**config.mk**
```make
export PLATFORM = sky130hd
export DESIGN_NAME = stackPtrUnit
export DESIGN_NICKNAME = d
export VERILOG_FILES = /design/src/rtl/stackPtrPkg.sv /design/src/rtl/stackPtrCtrl.sv /design/src/rtl/stackPtrDatapath.sv /design/src/rtl/stackPtrUnit.sv
export SDC_FILE = /design/constraint.sdc
export NUM_CORES = 1
export LEC_CHECK = 0
export BUFFER_PORTS_ARGS = -buffer_cell sky130_fd_sc_hd__buf_4
export CAP_MARGIN = 5
export CORE_MARGIN = 2
export CORE_UTILIZATION = 40
export DETAILED_ROUTE_END_ITERATION = 8
export PLACE_DENSITY = 0.78
export SLEW_MARGIN = 40
export SYNTH_ARGS = -nofsm -noshare
export SYNTH_HDL_FRONTEND = slang
export SYNTH_SLANG_ARGS = --single-unit
```
**constraint.sdc**
```tcl
create_clock -name clk -period 3.5 [get_ports clk]
set_input_delay 0.175 -clock clk [delete_from_list [all_inputs] [get_ports clk]]
set_output_delay 0.175 -clock clk [all_outputs]
set_load 0.02 [all_outputs]
```
**src/rtl/stackPtrPkg.sv**
```systemverilog
package stackPtrPkg;

  typedef enum logic [2:0] {
    OP_NONE   = 3'd0,
    OP_PUSH   = 3'd1,
    OP_POP    = 3'd2,
    OP_ADDI8  = 3'd3,
    OP_ADDI16 = 3'd4,
    OP_ADDREG = 3'd5
  } spOp_e;

  typedef enum logic [1:0] {
    DEL_DEC  = 2'd0,
    DEL_INC  = 2'd1,
    DEL_OPND = 2'd2,
    DEL_LOAD = 2'd3
  } deltaSel_e;

  typedef enum logic [1:0] {
    EXT_B8   = 2'd0,
    EXT_B16  = 2'd1,
    EXT_FULL = 2'd2
  } extSel_e;

  typedef struct packed {
    logic      memReq;
    logic      memWrite;
    logic      update;
    deltaSel_e deltaSel;
    extSel_e   extSel;
  } spCtrl_t;

endpackage

```
**src/rtl/stackPtrCtrl.sv**
```systemverilog
module stackPtrCtrl
  import stackPtrPkg::*;
(
  input  logic [2:0] opCode,
  input  logic       ptrWrEn,
  output spCtrl_t    ctrl
);

  always_comb begin
    ctrl          = '0;
    ctrl.deltaSel = DEL_DEC;
    ctrl.extSel   = EXT_FULL;
    if (ptrWrEn) begin
      ctrl.update   = 1'b1;
      ctrl.deltaSel = DEL_LOAD;
    end else begin
      case (opCode)
        OP_PUSH: begin
          ctrl.memReq   = 1'b1;
          ctrl.memWrite = 1'b1;
          ctrl.update   = 1'b1;
          ctrl.deltaSel = DEL_DEC;
        end
        OP_POP: begin
          ctrl.memReq   = 1'b1;
          ctrl.update   = 1'b1;
          ctrl.deltaSel = DEL_INC;
        end
        OP_ADDI8: begin
          ctrl.update   = 1'b1;
          ctrl.deltaSel = DEL_OPND;
          ctrl.extSel   = EXT_B8;
        end
        OP_ADDI16: begin
          ctrl.update   = 1'b1;
          ctrl.deltaSel = DEL_OPND;
          ctrl.extSel   = EXT_B16;
        end
        OP_ADDREG: begin
          ctrl.update   = 1'b1;
          ctrl.deltaSel = DEL_OPND;
          ctrl.extSel   = EXT_FULL;
        end
        default: ctrl.update = 1'b0;
      endcase
    end
  end

endmodule

```
**src/rtl/stackPtrDatapath.sv**
```systemverilog
module stackPtrDatapath
  import stackPtrPkg::*;
#(
  parameter int ADDR_W = 16,
  parameter int DATA_W = 32
) (
  input  logic              clk,
  input  logic              rstN,
  input  spCtrl_t           ctrl,
  input  logic [DATA_W-1:0] operand,
  input  logic [DATA_W-1:0] ptrWrData,
  output logic [DATA_W-1:0] memAddr,
  output logic [DATA_W-1:0] memWData,
  output logic [DATA_W-1:0] sp,
  output logic [DATA_W-1:0] spNext
);

  // Legal pointer bits: word aligned, confined to the data-memory span.
  localparam logic [DATA_W-1:0] PTR_MASK =
    {{(DATA_W-ADDR_W){1'b0}}, {(ADDR_W-2){1'b1}}, 2'b00};
  localparam logic [DATA_W-1:0] WORD_BYTES = DATA_W'(4);

  logic [DATA_W-1:0] ptrQ;
  logic [DATA_W-1:0] extOpnd;
  logic [DATA_W-1:0] delta;
  logic [DATA_W-1:0] sum;
  logic [DATA_W-1:0] nextRaw;
  logic [DATA_W-1:0] nextMasked;

  always_comb begin
    case (ctrl.extSel)
      EXT_B8:  extOpnd = {{(DATA_W-8){operand[7]}}, operand[7:0]};
      EXT_B16: extOpnd = {{(DATA_W-16){operand[15]}}, operand[15:0]};
      default: extOpnd = operand;
    endcase
  end

  always_comb begin
    case (ctrl.deltaSel)
      DEL_DEC:  delta = ~(WORD_BYTES - DATA_W'(1));
      DEL_INC:  delta = WORD_BYTES;
      DEL_OPND: delta = extOpnd;
      default:  delta = '0;
    endcase
  end

  assign sum        = ptrQ + delta;
  assign nextRaw    = (ctrl.deltaSel == DEL_LOAD) ? ptrWrData : sum;
  assign nextMasked = nextRaw & PTR_MASK;
  assign spNext     = ctrl.update ? nextMasked : ptrQ;

  always_ff @(posedge clk or negedge rstN) begin
    if (!rstN) ptrQ <= '0;
    else       ptrQ <= spNext;
  end

  // Push stores at the decremented pointer, pop loads at the current one.
  assign memAddr  = ctrl.memWrite ? nextMasked : ptrQ;
  assign memWData = operand;
  assign sp       = ptrQ;

endmodule

```
**src/rtl/stackPtrUnit.sv**
```systemverilog
module stackPtrUnit
  import stackPtrPkg::*;
#(
  parameter int ADDR_W = 16,
  parameter int DATA_W = 32
) (
  input  logic              clk,
  input  logic              rstN,
  input  logic [2:0]        opCode,
  input  logic [DATA_W-1:0] operand,
  input  logic              ptrWrEn,
  input  logic [DATA_W-1:0] ptrWrData,
  output logic              memReq,
  output logic              memWrite,
  output logic [DATA_W-1:0] memAddr,
  output logic [DATA_W-1:0] memWData,
  output logic [DATA_W-1:0] sp,
  output logic [DATA_W-1:0] spNext
);

  spCtrl_t ctrl;

  stackPtrCtrl u_ctrl (
    .opCode  (opCode),
    .ptrWrEn (ptrWrEn),
    .ctrl    (ctrl)
  );

  stackPtrDatapath #(.ADDR_W(ADDR_W), .DATA_W(DATA_W)) u_dp (
    .clk       (clk),
    .rstN      (rstN),
    .ctrl      (ctrl),
    .operand   (operand),
    .ptrWrData (ptrWrData),
    .memAddr   (memAddr),
    .memWData  (memWData),
    .sp        (sp),
    .spNext    (spNext)
  );

  assign memReq   = ctrl.memReq;
  assign memWrite = ctrl.memWrite;

endmodule

```
# Yosys cells after proc, flatten, opt, wreduce, memory -nomap -nowiden
# Index checks and enable logic that the tools add are counted.
# op_classes
reduce_logical,5
addsub,1
eq_ne,9
muxes,13
# op_table
op,count
$mux 32,2
$pmux 16 s3,1
$pmux 16 s2,1
$add 16x16->16,1
$mux 16,1
$pmux 2 s2,2
$eq 3x2->1 const B,2
$eq 3x3->1 const B,2
$reduce_or 5->1,1
$eq 2x1->1 const B,2
$eq 2x2->1 const B,2
$logic_not 2->1,2
$mux 2,2
$eq 3x1->1 const B,1
$mux 1,3
$mux 3,1
$reduce_or 3->1,1
$reduce_or 2->1,1
# totals
word_cells,29
reg_bits,32
in_bits,70
output_inout_bits,130

# Longest topological paths before layout
# depth
ltp_word,9
depth_mapped,14
depth_no_buf,11

# Modules after synthesis
# From an unflattened synthesis, not the netlist that was laid out.
# unflattened
hier_cells,349
area_unflattened_um2,2872.8
# by_module_without_submodules
module,cells_per_inst,area_each_um2,seq_area_each_um2,instances
stackPtrDatapath,334,2778.9,800.8,1
stackPtrCtrl,15,93.8,0.0,1

# Worst setup path after synthesis
# OpenSTA, ideal clock, no wires.
# synth_timing
kind,input port to flip-flop
startpoint,input opCode[1]
endpoint,register u_dp.ptrQ[11] (netlist: u_dp.sp[11])
setup_ns,0.186
path_stages,12
t_arrival_ns,3.109
path_buffers,1
slack_ns,0.205
t_required_ns,3.314
cell_sequence,buf_6 nor2b_1 a21oi_1 o21a_1 ha_1 a21o_1 a221o_1 o21a_1 a211oi_4 xnor2_1 mux2i_1 o21ai_0
# synth_between
elab_chain_len,9
word_cells_on_any_way,23
cone_classes,1 x add/sub; 9 x eq/ne; 9 x mux; 4 x reduce/logical
# synth_rtl
element,line,rtl
"start, declared",stackPtrUnit.sv:9,"input logic [2:0] opCode,"
$eq 3x3->1 / $eq 3x2->1 (equally long branches),stackPtrCtrl.sv:17,case (opCode)
$pmux 2 s2 / $reduce_or 3->1 (equally long branches),--,
$mux 2 / $pmux 2 s2 (equally long branches),"stackPtrCtrl.sv:13, stackPtrCtrl.sv:17",
"$eq 2x1->1, or another cell as far along",stackPtrDatapath.sv:31,case (ctrl.extSel)
"$pmux 16 s2, or another cell as far along",stackPtrDatapath.sv:31,
$pmux 16 s3,stackPtrDatapath.sv:39,case (ctrl.deltaSel)
$add 16x16->16,stackPtrDatapath.sv:47,assign sum = ptrQ + delta;
$mux 16,stackPtrDatapath.sv:48,assign nextRaw = (ctrl.deltaSel == DEL_LOAD) ? ptrWrData : sum;
$mux 32 (*),stackPtrDatapath.sv:50,assign spNext = ctrl.update ? nextMasked : ptrQ;
via spNext[11],stackPtrUnit.sv:18,output logic [DATA_W-1:0] spNext
"end signal, assigned",stackPtrDatapath.sv:54,else ptrQ <= spNext;
"end, declared",stackPtrDatapath.sv:23,logic [DATA_W-1:0] ptrQ;
# Mark *: on every way through the listed nets, which the timed path passes. The rest lies on a longest branch.

# Worst setup path after layout
# layout_timing
startpoint,input opCode[1]
endpoint,output spNext[14]
# layout_between
elab_chain_len,9
word_cells_on_any_way,23
cone_classes,1 x add/sub; 9 x eq/ne; 9 x mux; 4 x reduce/logical
# layout_rtl
element,line
$eq 3x3->1 / $eq 3x2->1 (equally long branches),stackPtrCtrl.sv:17
$pmux 2 s2 / $reduce_or 3->1 (equally long branches),--
$mux 2 / $pmux 2 s2 (equally long branches),"stackPtrCtrl.sv:13, stackPtrCtrl.sv:17"
"$eq 2x1->1, or another cell as far along",stackPtrDatapath.sv:31
"$pmux 16 s2, or another cell as far along",stackPtrDatapath.sv:31
$pmux 16 s3,stackPtrDatapath.sv:39
$add 16x16->16,stackPtrDatapath.sv:47
$mux 16,stackPtrDatapath.sv:48
$mux 32 (*),stackPtrDatapath.sv:50
"end, declared",stackPtrUnit.sv:18
# Every way passes the cells marked *; elsewhere a longest branch is shown, timed or not.

==> results_dict.tcl <==
set metrics [dict create \
    crit_path_max_fanout 8 \
    power.density_nw_per_um2 432 \
    cts_buffers 5 \
    hold_violations 0 \
    p_leak_nw 1.99 \
    clk_pin_slew_ns 0.07 \
    fin_crit_ns 3.23 \
    async_reset_ff_share_pct 100 \
    yosysUniqueCellTypes 49 \
    first_pass_iters 4 \
    pin_count 200 \
    grt_pass1_wl_microns 13100 \
    rr_worst_depth 8 \
    portBuffers 149 \
    p_sw_share_pct 42.9 \
    hold_path.class "primary input to flip-flop" \
    cts_setup_buffers 0 \
    dieArea_sq_um 7400 \
    synth_area_per_cell_sq_um 8.33 \
    synth_seq_cells 32 \
    pwr-share-comb_pct 54.4 \
    p_int_uw 921 \
    startpoint "opCode[1]" \
    overflow 0 \
    num_vias 2706 \
    drt_iter0_markers 131 \
    cts-root-buf "clkbuf_8" \
    rrSetupSlack_ns 0.90 \
    via_per_inst 5.26 \
    dpl_cell_area_sq_um 3630 \
    syn_nets 407 \
    drv_slew 0 \
    syn_inst 323 \
    die_w_microns 86.0 \
    grt_setup_unrepaired "false" \
    drt_wl_total_microns 8210 \
    avgRoutedWirePerCell_microns 16.0 \
    whs_path_depth 3 \
    reg2reg_to "u_dp.sp[9]" \
    drcViolationCount 0 \
    skew_ns 0.00478 \
    arrival_ns 3.05 \
    postRouteAntennaNets 0 \
    syn2layout_area_growth_pct 38.9 \
    htree_levels 2 \
    cts_buffer_depth 2 \
    final_cells 514 \
    die_h_microns 86.0 \
    ir_drop_uv 299 \
    core_region_area_sq_um 6420 \
    drive_gt1_share_pct 41.2 \
    antennaDiodeCount 0 \
    power_mw 1.61 \
    grt_pass1_vias 2742 \
    crit_end "spNext[14]" \
    dp_hpwl_microns 6220 \
    worst_pin_slew_ns 0.804 \
    timing.hold.ws_ns 0.142 \
    cts_tree "yes" \
    start_util_pct 41.9 \
    min_from "ptrWrData[13]" \
    clock_latency_ns 0.28 \
    netlist_area_sq_um 2690 \
    grt_max_degree 41 \
    max_cap_violations 0 \
    end_kind "output pin" \
    synth-main-ff-cell "dfrtp_1" \
    nNetsFinal 520 \
    gp_congestion 0.881 \
    largest_reg_flops 32 \
    fin_crit_sh_pct 92.2 \
    max_freq_mhz 310 \
    yosysWarnings 0 \
    rows 29 \
    setup_viol 0 \
    switchingPower_uw 694 \
    crit_required_ns 3.32 \
    dp_cells 505 \
    start_kind "primary input" \
    synth_edf_count 0 \
    tns_ns 0 \
    status "finished, final reports clean" \
    antenna_found_initial 0 \
    ys_seq_area_share_pct 29.8 \
    critPathKind "primary input to output pin" \
    maxSlewHeadroom_pct 46.4 \
    track_usage_pct 22.0 \
    power_frac_seq_pct 27.9 \
    fin_area_sq_um 3740 \
    cts_sinks 32 \
    p_clk_share_pct 17.7 \
    regToRegStartpoint "u_dp.sp[2]" \
]
[cells in the final DEF (no fill, tap or decap), types with 2 or more instances in the layout]
cell,netlist,routed
mux2_2,4,4
inv_1,5,5
xnor2_1,6,6
xor2_1,3,3
nand2b_1,4,4
and3_1,3,3
a211oi_4,2,2
o21ai_0,17,17
o221ai_1,4,4
nand3_1,7,7
a21o_1,4,4
a211oi_1,5,5
or3_1,2,2
and2_1,37,37
clkbuf_8,0,5
nand2_1,51,51
nor2b_1,3,2
nor2_1,11,11
nor3_1,5,5
a21oi_1,12,11
o31ai_1,2,2
nor4_1,2,2
mux2i_1,3,3
or2_2,2,2
clkinv_2,0,2
o21a_1,11,11
o21bai_1,4,4
ha_1,14,14
buf_4,32,155
dfrtp_1,32,32
[how the worst min path moves through the flow]
stage                        endpoint
after global routing      u_dp.sp[15]
after global placement    u_dp.sp[27]
after detailed placement  u_dp.sp[27]
final                     u_dp.sp[13]
after CTS                 u_dp.sp[13]
after floorplan            u_dp.sp[0]
[worst max-delay path, stage by stage]
cell and delay [ns]:
buf_4 0.13, nor2b_2 0.31, a21oi_4 0.13, o21a_1 0.13, ha_1 0.33, a21o_1 0.17, a221o_1 0.36, o21a_1 0.23
a211oi_4 0.33, o21ai_1 0.14, xnor2_1 0.16, o221ai_1 0.24, buf_4 0.20
[power groups by stage]
stage	Sequential (mW)	Clock [mW]	Combinational (mW)
after detailed placement	0.458	0	0.871
after global routing	0.457	0.313	0.958
final	0.451	0.285	0.879
after global placement	0.456	0	0.856
after CTS	0.451	0.294	0.879
after floorplan	0.494	0	0.543
[cell usage after synthesis, types with 2 or more instances]
library cell / count / area [sq um]
a21oi_1: 12 / 60.1
and3_1: 3 / 18.8
dfrtp_1: 32 / 801
or2_2: 2 / 12.5
o31ai_1: 2 / 15.0
nor2b_1: 3 / 18.8
ha_1: 14 / 175
and2_1: 37 / 231
a211oi_4: 2 / 40.0
a211oi_1: 5 / 37.5
or3_1: 2 / 12.5
a21o_1: 4 / 30.0
o21a_1: 11 / 82.6
o21bai_1: 4 / 30.0
buf_4: 32 / 240
buf_6: 2 / 22.5
buf_2: 2 / 10.0
nand2b_1: 4 / 25.0
nand3_1: 7 / 35.0
xor2_1: 3 / 26.3
o21ai_0: 17 / 85.1
nor2_1: 11 / 41.3
nor4_1: 2 / 12.5
mux2_2: 4 / 45.0
o221ai_1: 4 / 35.0
nor3_1: 5 / 25.0
nand2_1: 51 / 191
inv_1: 5 / 18.8
mux2i_1: 3 / 30.0
xnor2_1: 6 / 52.6
clkbuf_1: 14 / 52.6
[stage by stage]
step / setup WS (ns) / utilization (%)
floorplan: 0.205 / -
global placement: 0.136 / 56.5
detailed placement: 0.0923 / 56.5
CTS: 0.0488 / 58.0
global route: 0.00253 / 58.2
finish: 0.274 / 58.2
[layout make-up]
cell class              instances  area, sq um
clock buffers                   5         68.8
clock inverters                 3         18.8
fillers                       567         2690
inverters                       5         18.8
multi-input cells             236         1560
flip-flops and latches         32          801
well taps                      77         96.3
repair buffers                156         1170
[routing by layer]
metal | global-route usage, % | wire (microns) | vias to the layer above | share of wire [%]
met1 | 26.4 | 3240 | 1256 | 39
met5 | 0 | 0 | - | 0
met2 | 36.9 | 4050 | 142 | 49
met4 | 7.36 | 78 | 0 | 0.95
met3 | 7.22 | 836 | 8 | 10
li1 | - | - | 1300 | -
[cells by family (layout without fill, tap and decap cells)]
| family | Yosys count | count (layout) | synth area share, % |
|---|---|---|---|
| adder cells (fa/ha/maj) | 14 | 14 | 6.51 |
| AND/OR/NAND/NOR | 132 | 132 | 25.3 |
| buffers and inverters | 55 | 169 | 12.8 |
| AO/OA/AOI/OAI | 74 | 74 | 19.9 |
| XOR/XNOR | 9 | 9 | 2.93 |
| flip-flops | 32 | 32 | 29.8 |
| multiplexers | 7 | 7 | 2.79 |
[repair_timing]
action / in CTS / in global routing
hold endpoints to repair: 32 / 0
hold buffers: 1 / 0
endpoints found under the setup margin: 0 / 10
gates resized for setup: 0 / 3
No activity file was read; power rests on OpenSTA's default activity.
